--- config.mk ---
export PLATFORM = sky130hd
export DESIGN_NAME = hn_ack_hazard
export DESIGN_NICKNAME = d
export VERILOG_FILES = /design/src/rtl/hn_ack_hazard_pkg.sv /design/src/rtl/hn_pick_first.sv /design/src/rtl/hn_hazard_slot.sv /design/src/rtl/hn_ack_hazard.sv
export SDC_FILE = /design/constraint.sdc
export NUM_CORES = 1
export LEC_CHECK = 0
export CORE_ASPECT_RATIO = 1.75
export CORE_MARGIN = 2
export CORE_UTILIZATION = 45
export DETAILED_ROUTE_END_ITERATION = 10
export DONT_BUFFER_PORTS = 1
export GPL_TIMING_DRIVEN = 0
export PLACE_DENSITY = 0.59
export SLEW_MARGIN = 20
export SYNTH_ARGS = -nofsm -noshare
export SYNTH_HDL_FRONTEND = slang
export SYNTH_SLANG_ARGS = --single-unit
export TNS_END_PERCENT = 5
--- constraint.sdc ---
create_clock -name clk -period 2.54 [get_ports clk]
set_input_delay 0 -clock clk [delete_from_list [all_inputs] [get_ports clk]]
set_output_delay 0 -clock clk [all_outputs]
set_load 0.03 [all_outputs]
--- src/rtl/hn_ack_hazard_pkg.sv ---
package hn_ack_hazard_pkg;

  typedef enum logic [2:0] {
    OPC_RD_NOSNP  = 3'd0,
    OPC_RD_ONCE   = 3'd1,
    OPC_RD_COH    = 3'd2,
    OPC_WR_UNIQUE = 3'd3,
    OPC_WR_NOSNP  = 3'd4,
    OPC_WR_OTHER  = 3'd5,
    OPC_RSVD6     = 3'd6,
    OPC_RSVD7     = 3'd7
  } opc_class_e;

  typedef enum logic [1:0] {
    SLOT_IDLE   = 2'd0,
    SLOT_ACTIVE = 2'd1,
    SLOT_WAIT   = 2'd2
  } slot_state_e;

  function automatic logic opc_needs_ack(opc_class_e op);
    case (op)
      OPC_RD_COH, OPC_WR_UNIQUE, OPC_WR_NOSNP: return 1'b1;
      default:                                 return 1'b0;
    endcase
  endfunction

endpackage

--- src/rtl/hn_pick_first.sv ---
module hn_pick_first #(
  parameter int N = 8
) (
  input  logic [N-1:0] req_i,
  output logic [N-1:0] gnt_o,
  output logic         any_o
);
  // Keep only the lowest set bit.
  assign gnt_o = req_i & (~req_i + N'(1));
  assign any_o = |req_i;
endmodule

--- src/rtl/hn_hazard_slot.sv ---
module hn_hazard_slot
  import hn_ack_hazard_pkg::*;
#(
  parameter int LINE_W = 34,
  parameter int SRC_W  = 7,
  parameter int TXN_W  = 8
) (
  input  logic              clk,
  input  logic              rst_n,
  input  logic              alloc_i,
  input  logic [LINE_W-1:0] line_i,
  input  logic [SRC_W-1:0]  src_i,
  input  logic [TXN_W-1:0]  txn_i,
  input  logic              need_ack_i,
  input  logic              cmp_i,
  input  logic              ack_i,
  output logic              busy_o,
  output logic              active_o,
  output logic              waiting_o,
  output logic [LINE_W-1:0] line_o,
  output logic [SRC_W-1:0]  src_o,
  output logic [TXN_W-1:0]  txn_o
);
  slot_state_e       state_q;
  logic              need_q;
  logic [LINE_W-1:0] line_q;
  logic [SRC_W-1:0]  src_q;
  logic [TXN_W-1:0]  txn_q;

  always_ff @(posedge clk) begin
    if (!rst_n) begin
      state_q <= SLOT_IDLE;
      need_q  <= 1'b0;
      line_q  <= '0;
      src_q   <= '0;
      txn_q   <= '0;
    end else begin
      case (state_q)
        SLOT_IDLE: if (alloc_i) begin
          state_q <= SLOT_ACTIVE;
          need_q  <= need_ack_i;
          line_q  <= line_i;
          src_q   <= src_i;
          txn_q   <= txn_i;
        end
        SLOT_ACTIVE: if (cmp_i) state_q <= need_q ? SLOT_WAIT : SLOT_IDLE;
        SLOT_WAIT:   if (ack_i) state_q <= SLOT_IDLE;
        default:     state_q <= SLOT_IDLE;
      endcase
    end
  end

  assign busy_o    = (state_q != SLOT_IDLE);
  assign active_o  = (state_q == SLOT_ACTIVE);
  assign waiting_o = (state_q == SLOT_WAIT);
  assign line_o    = line_q;
  assign src_o     = src_q;
  assign txn_o     = txn_q;

  p_alloc_into_free_r1: assert property (@(posedge clk) disable iff (!rst_n)
    alloc_i |-> state_q == SLOT_IDLE);

  p_wait_held_until_ack_r5: assert property (@(posedge clk) disable iff (!rst_n)
    (state_q == SLOT_WAIT && !ack_i) |=> state_q == SLOT_WAIT);

  p_no_ack_class_retires_r2: assert property (@(posedge clk) disable iff (!rst_n)
    (state_q == SLOT_ACTIVE && cmp_i && !need_q) |=> state_q == SLOT_IDLE);

  p_ack_class_waits_r2: assert property (@(posedge clk) disable iff (!rst_n)
    (state_q == SLOT_ACTIVE && cmp_i && need_q) |=> state_q == SLOT_WAIT);

endmodule

--- src/rtl/hn_ack_hazard.sv ---
module hn_ack_hazard
  import hn_ack_hazard_pkg::*;
#(
  parameter int ENTRIES   = 8,
  parameter int ADDR_W    = 40,
  parameter int SRC_W     = 7,
  parameter int TXN_W     = 8,
  parameter int LINE_BITS = 6
) (
  input  logic              clk,
  input  logic              rst_n,
  input  logic              req_valid,
  output logic              req_ready,
  output logic              req_stall,
  input  logic [2:0]        req_op,
  input  logic [ADDR_W-1:0] req_addr,
  input  logic [SRC_W-1:0]  req_src,
  input  logic [TXN_W-1:0]  req_txn,
  input  logic              cmp_valid,
  input  logic [SRC_W-1:0]  cmp_src,
  input  logic [TXN_W-1:0]  cmp_txn,
  input  logic              ack_valid,
  input  logic [SRC_W-1:0]  ack_src,
  input  logic [TXN_W-1:0]  ack_txn,
  output logic              ack_err
);
  localparam int LINE_W = ADDR_W - LINE_BITS;

  logic [LINE_W-1:0]  req_line;
  logic               req_need;
  logic [ENTRIES-1:0] busy, active, waiting;
  logic [ENTRIES-1:0] hazard_hit, cmp_hit, ack_hit;
  logic [ENTRIES-1:0] alloc_sel, cmp_sel, ack_sel, alloc_vec;
  logic               any_free, any_cmp, any_ack, accept, err_q;
  logic               unused_lo;

  assign req_line  = req_addr[ADDR_W-1:LINE_BITS];
  assign unused_lo = &{1'b0, req_addr[LINE_BITS-1:0]};
  assign req_need  = opc_needs_ack(opc_class_e'(req_op));

  for (genvar i = 0; i < ENTRIES; i++) begin : g_slot
    logic [LINE_W-1:0] line_s;
    logic [SRC_W-1:0]  src_s;
    logic [TXN_W-1:0]  txn_s;

    hn_hazard_slot #(.LINE_W(LINE_W), .SRC_W(SRC_W), .TXN_W(TXN_W)) u_slot (
      .clk        (clk),
      .rst_n      (rst_n),
      .alloc_i    (alloc_vec[i]),
      .line_i     (req_line),
      .src_i      (req_src),
      .txn_i      (req_txn),
      .need_ack_i (req_need),
      .cmp_i      (cmp_sel[i]),
      .ack_i      (ack_sel[i]),
      .busy_o     (busy[i]),
      .active_o   (active[i]),
      .waiting_o  (waiting[i]),
      .line_o     (line_s),
      .src_o      (src_s),
      .txn_o      (txn_s)
    );

    assign hazard_hit[i] = waiting[i] && (line_s == req_line);
    assign cmp_hit[i]    = cmp_valid && active[i] && (src_s == cmp_src) && (txn_s == cmp_txn);
    assign ack_hit[i]    = ack_valid && waiting[i] && (src_s == ack_src) && (txn_s == ack_txn);
  end

  hn_pick_first #(.N(ENTRIES)) u_pick_free (.req_i(~busy),   .gnt_o(alloc_sel), .any_o(any_free));
  hn_pick_first #(.N(ENTRIES)) u_pick_cmp  (.req_i(cmp_hit), .gnt_o(cmp_sel),   .any_o(any_cmp));
  hn_pick_first #(.N(ENTRIES)) u_pick_ack  (.req_i(ack_hit), .gnt_o(ack_sel),   .any_o(any_ack));

  assign req_ready = any_free && !(|hazard_hit);
  assign req_stall = req_valid && !req_ready;
  assign accept    = req_valid && req_ready;
  assign alloc_vec = alloc_sel & {ENTRIES{accept}};

  always_ff @(posedge clk) begin
    if (!rst_n)                    err_q <= 1'b0;
    else if (ack_valid && !any_ack) err_q <= 1'b1;
  end
  assign ack_err = err_q;

  p_err_sticky_r7: assert property (@(posedge clk) disable iff (!rst_n)
    ack_err |=> ack_err);

  p_single_alloc_r6: assert property (@(posedge clk) disable iff (!rst_n)
    $onehot0(alloc_vec));

  p_stray_ack_flags_r7: assert property (@(posedge clk) disable iff (!rst_n)
    (ack_valid && $countones(ack_hit) == 0) |=> ack_err);

  p_unknown_cmp_inert_r9: assert property (@(posedge clk) disable iff (!rst_n)
    (cmp_valid && !any_cmp && !accept && !(|ack_sel)) |=> $stable(busy));

endmodule

Word-level counts from Yosys, hierarchy flattened. Index checks and enable logic that the tools add are counted.

Logic and storage cells: 275. Input port bits: 93. Register bits after elaboration: 417.

Muxes and demuxes: 41. Reductions and logical operators: 99. $add $sub $neg: 3. Eq/ne operators: 83. Bitwise gates (word level): 8.

Operator list (count): 34-bit equality test (8); 8-bit equality test (16); 7-bit equality test (16); 2-bit two-way mux (32); 1-bit logical AND (60); 2-bit != test (second input constant) (24); 2-bit one-hot mux with 3 select lines (8); 8-bit bitwise AND (4); 8-bit NOT (4); 8-bit by 1-bit adder with 8-bit output (second input constant) (3); 3-bit AND reduction (8); 8-bit OR reduction (3); 2-bit by 1-bit equality test with 1-bit output (second input constant) (8); 2-bit equality test (second input constant) (8); 2-bit zero test (8); 2-bit AND reduction (8); 2-bit nonzero test (8); 3-bit by 2-bit equality test with 1-bit output (second input constant) (2); 3-bit equality test (second input constant) (1); 1-bit zero test (3); 3-bit OR reduction (1); 1-bit two-way mux (1).

Depth between registers and ports, before layout. Gate-level depths: netlist (run 1).

Depth in word-level cells: 9. Depth in mapped cells: 13. Gate-level depth less buffers: 8.

By module. A second synthesis (run 1) with hierarchy kept.

Cells, all modules: 2680. Area total of the unflattened synthesis: 23914.2 sq um.

Modules (own cells, without submodules): hn_hazard_slot (times used 8, cells each 230, area each 2169.6 sq um); hn_ack_hazard (times used 1, cells each 804, area each 6268.5 sq um); hn_pick_first (times used 3, cells each 12, area each 96.3 sq um).

Worst setup path before layout (run 1). Ideal clock, no wire load.

Path kind: reg2out. Start: register g_slot[2].u_slot.line_q[30]. End: output req_stall. Path slack: 0.072 ns. Cell stages (with the launch flop): 10. Arrival time: 2.468 ns. Buffers on the path: 1. Path through: dfxtp_1 xor2_1 nor4_1 nand4_1 or4_1 o2111a_1 and3_1 buf_6 and2_1 nor2b_1.

Cells in the longest elaborated chain, start to end: 7.

Ends and longest elaborated chain: start, declared (line hn_hazard_slot.sv:26) `logic [LINE_W-1:0] line_q;`; start signal, assigned (line hn_hazard_slot.sv:42) `line_q <= line_i;`; 34-bit equality test (line hn_ack_hazard.sv:64) `assign hazard_hit[i] = waiting[i] && (line_s == req_line);`; 1-bit logical AND (line hn_ack_hazard.sv:64); 8-bit OR reduction (line hn_ack_hazard.sv:73) `assign req_ready = any_free && !(|hazard_hit);`; 1-bit zero test (line hn_ack_hazard.sv:73); 1-bit logical AND (line hn_ack_hazard.sv:73); net req_ready (line hn_ack_hazard.sv:13) `output logic req_ready,`; 1-bit zero test (line hn_ack_hazard.sv:74) `assign req_stall = req_valid && !req_ready;`; 1-bit logical AND (line hn_ack_hazard.sv:74); end, declared (line hn_ack_hazard.sv:14) `output logic req_stall,`.

The timed path passes the listed nets, and every way through them passes these cells.

Final worst setup path (run 1).
Start: register g_slot[0].u_slot.state_q[1]. End: output req_stall.

Cells in the longest elaborated chain, start to end: 7.

Ends and longest elaborated chain: start, declared (line hn_hazard_slot.sv:24) `slot_state_e state_q;`; start signal, assigned (line hn_hazard_slot.sv:46) `SLOT_ACTIVE: if (cmp_i) state_q <= need_q ? SLOT_WAIT : SLOT_IDLE;`; 2-bit equality test (line hn_hazard_slot.sv:55) `assign waiting_o = (state_q == SLOT_WAIT);`; 1-bit logical AND (line hn_ack_hazard.sv:64); 8-bit OR reduction (line hn_ack_hazard.sv:73); 1-bit zero test (line hn_ack_hazard.sv:73); 1-bit logical AND (*) (line hn_ack_hazard.sv:73); net req_ready (line hn_ack_hazard.sv:13); 1-bit zero test (*) (line hn_ack_hazard.sv:74); 1-bit logical AND (*) (line hn_ack_hazard.sv:74).

Mark *: on every way through the listed nets, which the timed path passes. The rest lies on a longest branch.

==> out/metrics.yaml, run 1 <==
outcome:
  status: "finished, violations left"
  violations: "setup timing"
route:
  antenna_left: 0
  wl_per_cell_um: 29.3
  routed.top_layer: "met4"
  drtIter0Drc: 2119
  via_per_inst: 6.24
  wl_met1_mm: 35.6
  wl_met3_mm: 8.08
  route.met2.wl_mm: 46.9
  wirelength_mm: 103
  dr_total_vias: 21900
  firstDrtPassIters: 6
  drcViolationCount: 0
critical_path:
  startpoint: "g_slot[0].u_slot.state_q[1]"
  worstPathMaxFanout: 6
  crit_type: "register to primary output"
  rrSetupSlack_ns: -0.42
  arrival_ns: 3.00
  r2r_end: "g_slot[3].u_slot.txn_o[1]"
  start_kind: "register"
  r2r_cells: 11
  cp-end-kind: "primary output"
  cp.required_ns: 2.54
  r2r_start: "g_slot[0].u_slot.state_q[1]"
synthesis:
  synth_top_cell_area_share_pct: 37.6
  ys_top_cells_by_area: "dfxtp_1, xor2_1, nand3_1"
  synth_cells: 2767
  synth.avg_cell_area_um2: 8.03
  synth.distinct_cells: 46
  synth_seq_cells: 417
  seq_area_frac_synth_pct: 37.6
  synth_warnings: 0
  yosysTopAreaCell: "dfxtp_1"
  syn-num-nets: 2860
  syn_area_um2: 22200
timing:
  post-route-period-util_pct: 118
  setup_violations: 410
  worst_slew_pin_slew_ns: 1.24
  layout_min_cycle_time_ns: 3.00
  slew_violations: 0
  fin_ws_ns: -0.461
  rsz0062_at_grt: "true"
  max_freq_mhz: 333
  skew_ns: 0.0175
  hold_viol: 0
  maxSlewHeadroom_pct: 17.6
hold_path:
  hold_path_class: "input port to register"
  min_from: "rst_n"
  min_to: "g_slot[7].u_slot.need_q"
  hold-path-cell-count: 3
placement:
  globalplace.congestion: 1.00
  place_area_um2: 23100
  placed_cells: 3421
  port_buffers: 0
  hpwl_mm: 74.5
global_routing:
  grt-ovfl-total: 0
  grt_pass1_vias: 21000
  antenna_found_initial: 0
  track_usage_pct: 39.1
  grt_max_degree: 16
  grt_pass1_wl_mm: 144
final_layout:
  postLayoutCellArea_um2: 25600
  fin_cells: 3515
  drive_gt1_share_pct: 11.9
  syn2layout_area_growth_pct: 15.3
  antenna_cells: 0
  fin_nets: 2922
cts:
  clkTransAtPathRegs_ns: 0.07
  cts_buffers: 42
  clock_path_buffers: 3
  cts-root-buf: "clkbuf_16"
  clk_latency_ns: 0.58
  cts_tree: "yes"
  htreeDepth: 2
  cts.sinks: 417
die:
  die_area_um2: 51300
  initial_core_util_pct: 45.6
  die_w_um: 172
  rows: 107
  dieHeight_um: 298
  pin_count: 96
  core-area_um2: 48700
flow_run:
  drv_cap: 0
power_and_ir_drop:
  powerDensity_nw_per_um2: 593
  power_leakage_uw: 0.00922
  ir_worst_vdd_uv: 505
[layer usage]
| layer | global-route usage [%] | vias up |
|---|---|---|
| met1 | 42.8 | 10400 |
| met5 | 0 | - |
| met3 | 6.93 | 485 |
| li1 | - | 9751 |
| met4 | 39.1 | 0 |
| met2 | 61.9 | 1241 |
[repair_timing]
action / CTS / global route
setup buffers: 6 / 2
cloned: 2 / 6
gates resized for setup: 240 / 111
endpoints found under the hold margin: 21 / 0
pin swaps: 18 / 10
hold buffers: 7 / 0
endpoints found under the setup margin: 411 / 413
[layout by cell type, fill, tap and decap left out, drive strengths merged, types with 24 or more instances in the layout]
cell	synthesis	routed
xnor2	183	183
mux2i	55	55
a21oi	353	353
dfxtp	417	417
nand3	369	369
nand2	118	118
nor2	24	24
nor4	91	91
o21ai	350	350
buf	119	144
clkbuf	208	244
xor2	327	327
nand4	66	66
[registers in the layout, summed over array words and instances, names as in the netlist]
signal / count
g_slot.u_slot.line_o: 272
g_slot.u_slot.txn_o: 64
g_slot.u_slot.src_o: 56
g_slot.u_slot.state_q: 16
g_slot.u_slot.need_q: 8
ack_err: 1
[worst max-delay path by stage]
stage                                  end  slack [ns]  cells past startpoint
2_1_floorplan                    req_stall        0.07                      9
3_3_place_gp   g_slot[3].u_slot.line_o[32]       -1.72                     12
3_5_place_dp   g_slot[3].u_slot.line_o[32]       -1.70                     12
4_1_cts                          req_stall       -0.51                      9
5_1_grt                          req_stall       -0.46                      8
6_report                         req_stall       -0.46                      7
[cells in the mapped netlist (all sizes together)]
cell,number
and3b,3
and2,2
nand3,369
nand4b,2
mux2,1
and3,4
a21oi,353
nand2b,3
o21a,3
or3b,1
nor4b,1
nand2,118
or4,5
a211oi,1
xor2,327
nor3,15
clkbuf,208
nor2,24
a2111oi,2
nor4,91
nand4,66
nor2b,14
o2bb2ai,1
a22oi,2
and4,4
nand3b,6
xnor2,183
nor3b,3
buf,119
o2111a,1
mux2i,55
o211a,2
a31oi,2
dfxtp,417
o211ai,1
clkinv,1
o22a,1
o21ai,350
and4b,1
or3,1
inv,4
[cell type report]
cell class	count	area, um2
flip-flops and latches	417	8350
clock inverters	18	234
well taps	654	818
repair buffers	22	309
inverters	5	18.8
fillers	4793	23100
clock buffers	58	1190
plain buffers	322	1930
multi-input cells	2019	12800
[per-stage QoR]
stage	hold slack [ns]	util, %	total power (uW)	setup WS (ns)	setup TNS [ns]
finish	0.0525	52.6	15200	-0.461	-126.71
global route	0.0630	52.6	15500	-0.462	-138.21
CTS	0.0346	52.0	15100	-0.511	-117.23
detailed placement	0.212	47.3	8460	-1.70	-589.53
global placement	0.210	47.3	8450	-1.72	-593.62
floorplan	0.207	-	7810	0.0718	0
[cell families after synthesis]
group	share of synthesized area [%]
XOR/XNOR	20.1
buffers and inverters	6.31
multiplexers	2.53
AND/OR/NAND/NOR	17.1
flip-flops	37.6
AO/OA/AOI/OAI	16.4
[where the power goes]
group	total [uW]	internal [uW]	switching (uW)
registers	6730	6640	90.3
clock network	6710	3810	2900
logic	1760	522	1240
[worst max-delay path: stages (launching register included)]
cell and delay (ns):
dfxtp_1 0.55, nor2b_2 0.37, nand4_1 0.14, or4_4 0.51, o2111a_2 0.21, and3_4 0.20, and2_4 0.21, nor2b_4 0.22
Power figures use the tool's default switching activity.
==> run 2, diff against run 1 <==
ABC_AREA = 1   (was not set)
RECOVER_POWER = 50   (was not set)
SLEW_MARGIN = not set   (was 20)
==> run 2 against run 1 <==
  * The flow finishes with violations (hold timing, capacitance limit, slew limit, setup timing)
  * Cell area increased by 7.6%
  * Non-clock buffer count decreased by 24
  * Register-to-register slack got worse by 0.16 ns
  * Highest routed layer is now met5
==> out/metrics.yaml, run 2 <==
synthesis:
  synth_seq_cells: 417  # unchanged
  synth_cells: 3431  # +24%
  synth.avg_cell_area_um2: 6.52  # -19%
  synth.most_common_cell: "nor2_1"
  ys_top_cells_by_count: "nor2_1, nand2_1, dfxtp_1"
  seq_area_frac_synth_pct: 37.3  # -0.25 points
  synth_top_cell_area_share_pct: 37.3  # -0.25 points
  ys.flop_type: "dfxtp_1"
  yosysTopAreaCell: "dfxtp_1"
  syn-num-nets: 3524  # +23%
  synth.distinct_cells: 42  # -8.7%
  syn_area_um2: 22400  # +0.68%
  synth-edff-count: 0  # unchanged
  synth_warnings: 0  # unchanged
  synth-async-reset-ratio_pct: 0  # unchanged
  ys_top_cells_by_area: "dfxtp_1, nor2_1, nand2_1"
outcome:
  violations: "hold timing, capacitance limit, slew limit, setup timing"
  status: "finished, violations left"
placement:
  post-place-ws_ns: -1.60  # +0.107 ns
  port_buffers: 0  # unchanged
  globalplace.congestion: 1.09  # +8.5%
  hpwl_mm: 91.0  # +22%
final_layout:
  final_util_pct: 56.0  # +3.3 points
  syn2layout_area_growth_pct: 23.3
  layout_commonest_cell: "nor2_1"
  drive_gt1_share_pct: 14.6  # +2.7 points
  mostFrequentLayoutCells: "nor2_1, nand2_1, dfxtp_1"
  fin_nets: 3670  # +26%
  largest_reg_flops: 272  # unchanged
hold_path:
  min_from: "req_addr[11]"
  min_to: "g_slot[4].u_slot.line_o[5]"
  hold-path-cell-count: 3  # unchanged
  hold_path_class: "input port to register"
die:
  die_area_um2: 51600  # +0.66%
  pin_count: 96  # unchanged
  core-area_um2: 49300  # +1.2%
  die_w_um: 173  # +0.33%
  initial_core_util_pct: 45.4  # -0.24 points
  rows: 108  # +0.93%
  dieHeight_um: 299  # +0.33%
critical_path:
  crit_type: "register to register"
  r2r_cells: 18  # +7
  r2r_end: "g_slot[5].u_slot.src_o[2]"
  arrival_ns: 3.58  # +0.58 ns
  cp.required_ns: 3.01  # +0.47 ns
  rrSetupSlack_ns: -0.58  # -0.16 ns
  r2r_start: "g_slot[0].u_slot.state_q[0]"
  start_kind: "register"
  worstPathMaxFanout: 10  # +4
  cp-end-kind: "register"
timing:
  tns_ns: -166.99  # -40.28 ns
  max_freq_mhz: 321  # -3.7%
  hold_viol: 1  # +1
  fin_ws_ns: -0.575  # -0.114 ns
  whs_ns: -0.00133  # -0.0538 ns
  slew_violations: 11  # +11
  setup_violations: 413  # +0.73%
  skew_ns: 0.0396  # +0.0221 ns
  maxSlewHeadroom_pct: -6.58  # -24 points
  layout_min_cycle_time_ns: 3.12  # +0.114 ns
  rsz0062_at_grt: "true"
  worst_slew_pin_slew_ns: 1.60  # +0.363 ns
  post-route-period-util_pct: 123  # +4.5 points
cts:
  clock_path_buffers: 3  # unchanged
  htreeDepth: 2  # unchanged
  cts-root-buf: "clkbuf_16"
  clk_latency_ns: 0.61  # +0.03 ns
  clkTransAtPathRegs_ns: 0.07  # about the same
  cts_buffers: 43  # +2.4%
  cts.sinks: 417  # unchanged
  cts_tree: "yes"
power_and_ir_drop:
  ir_worst_vdd_uv: 590  # +17%
  powerDensity_nw_per_um2: 598  # +0.79%
  power_leakage_uw: 0.0116  # +26%
global_routing:
  track_usage_pct: 49.2  # +10 points
  grt_use_met3_pct: 14.8  # +7.9 points
  grt_pass1_wl_mm: 180  # +25%
  grt_pass1_vias: 24700  # +17%
  antenna_found_initial: 5  # +5
  grt_max_degree: 15  # -1
  gr-usage-met2_pct: 79.4  # +17 points
  grt-ovfl-total: 0  # unchanged
  top_usage_layer: "met2"
  grt_use_met1_pct: 44.9  # +2.1 points
route:
  antenna_left: 0  # unchanged
  wl_per_cell_um: 30.1  # +2.8%
  via_per_inst: 6.03  # -3.3%
  drtIter0Drc: 3024  # +43%
  wirelength_mm: 129  # +25%
  drcViolationCount: 0  # unchanged
  dr_total_vias: 25800  # +17%
  firstDrtPassIters: 7  # +1
flow_run:
  drv_cap: 1  # +1
==> run 2: changes by cell type after synthesis, moves of 216 or more <==
cell	previous run	this run
nor2_1	24	856
nand2_1	118	576
nand3_1	369	62
inv_1	4	241
a21oi_1	353	127
xor2_1	327	111
==> run 2: layer usage <==
metal  routed length (um)  share of wire, %
met1                37300                29
met3                12400               9.6
met5                   98             0.076
met2                58300                45
met4                20600                16
==> run 2: cell families after synthesis <==
| kind of cell | count (synthesis) | share of synthesized area, % |
|---|---|---|
| buffers and inverters | 484 | 8.91 |
| DFF | 417 | 37.3 |
| AOI/OAI and AO/OA | 643 | 14.8 |
| xor gates and xnor gates | 232 | 9.08 |
| and+or+nand+nor | 1655 | 29.9 |
==> run 2: power breakdown <==
group	switching (uW)	internal (uW)
sequential	196	6700
combinational	1720	724
clock	2980	4170
total	4900	11600
==> run 2: worst max path at each step <==
stage | start | to | slack (ns) | cells past startpoint
5_1_grt | g_slot[0].u_slot.state_q[0] | g_slot[7].u_slot.need_q | -0.68 | 19
3_3_place_gp | req_addr[36] | g_slot[1].u_slot.txn_o[1] | -1.63 | 18
3_5_place_dp | req_addr[36] | g_slot[1].u_slot.txn_o[1] | -1.60 | 18
4_1_cts | g_slot[7].u_slot.state_q[1] | g_slot[5].u_slot.line_o[11] | -0.27 | 18
6_report | g_slot[0].u_slot.state_q[0] | g_slot[5].u_slot.src_o[2] | -0.58 | 18
2_1_floorplan | g_slot[0].u_slot.state_q[1] | g_slot[2].u_slot.src_o[5] | 0.38 | 16
==> run 2: cell type report <==
type / count / area, um2
fill: 4836 / 21700
timing repair buffer: 104 / 1260
clock buffer: 61 / 1270
tap: 660 / 826
buffer: 216 / 1660
antenna: 3 / 7.51
clock inverter: 15 / 253
multi-input combinational: 2530 / 12900
inverter: 265 / 1040
sequential: 417 / 8380
==> run 2: critical path, cell delays in order (launching register included) <==
cell	delay, ns
dfxtp_1	0.40
nor2_4	0.07
nor2_1	0.18
o21ai_1	0.17
nor2_2	0.46
nand3b_1	0.19
nor2_1	0.22
nand2_1	0.10
nand2_2	0.10
nor2_4	0.05
nand2_4	0.12
inv_8	0.08
nand2_8	0.12
nor2_4	0.06
buf_12	0.15
buf_6	0.14
buf_12	0.15
o21ai_1	0.12
nor2_1	0.07
==> run 2: metrics by stage <==
step           power [uW]  std cells  instance area, um2
3_3_place_gp         8920       4091               23200
6_report            16500       4271               27600
5_1_grt             16800       4269               27600
2_1_floorplan        8080       3431               22400
3_5_place_dp         8940       4091               23200
4_1_cts             16200       4255               27000
==> run 2: repair_timing <==
action,CTS,global route
buffers inserted,24,6
gates resized for setup,542,173
pin swaps,32,39
gates cloned,7,4
setup endpoints to repair,412,415
hold buffers,60,3
hold endpoints to repair,351,17
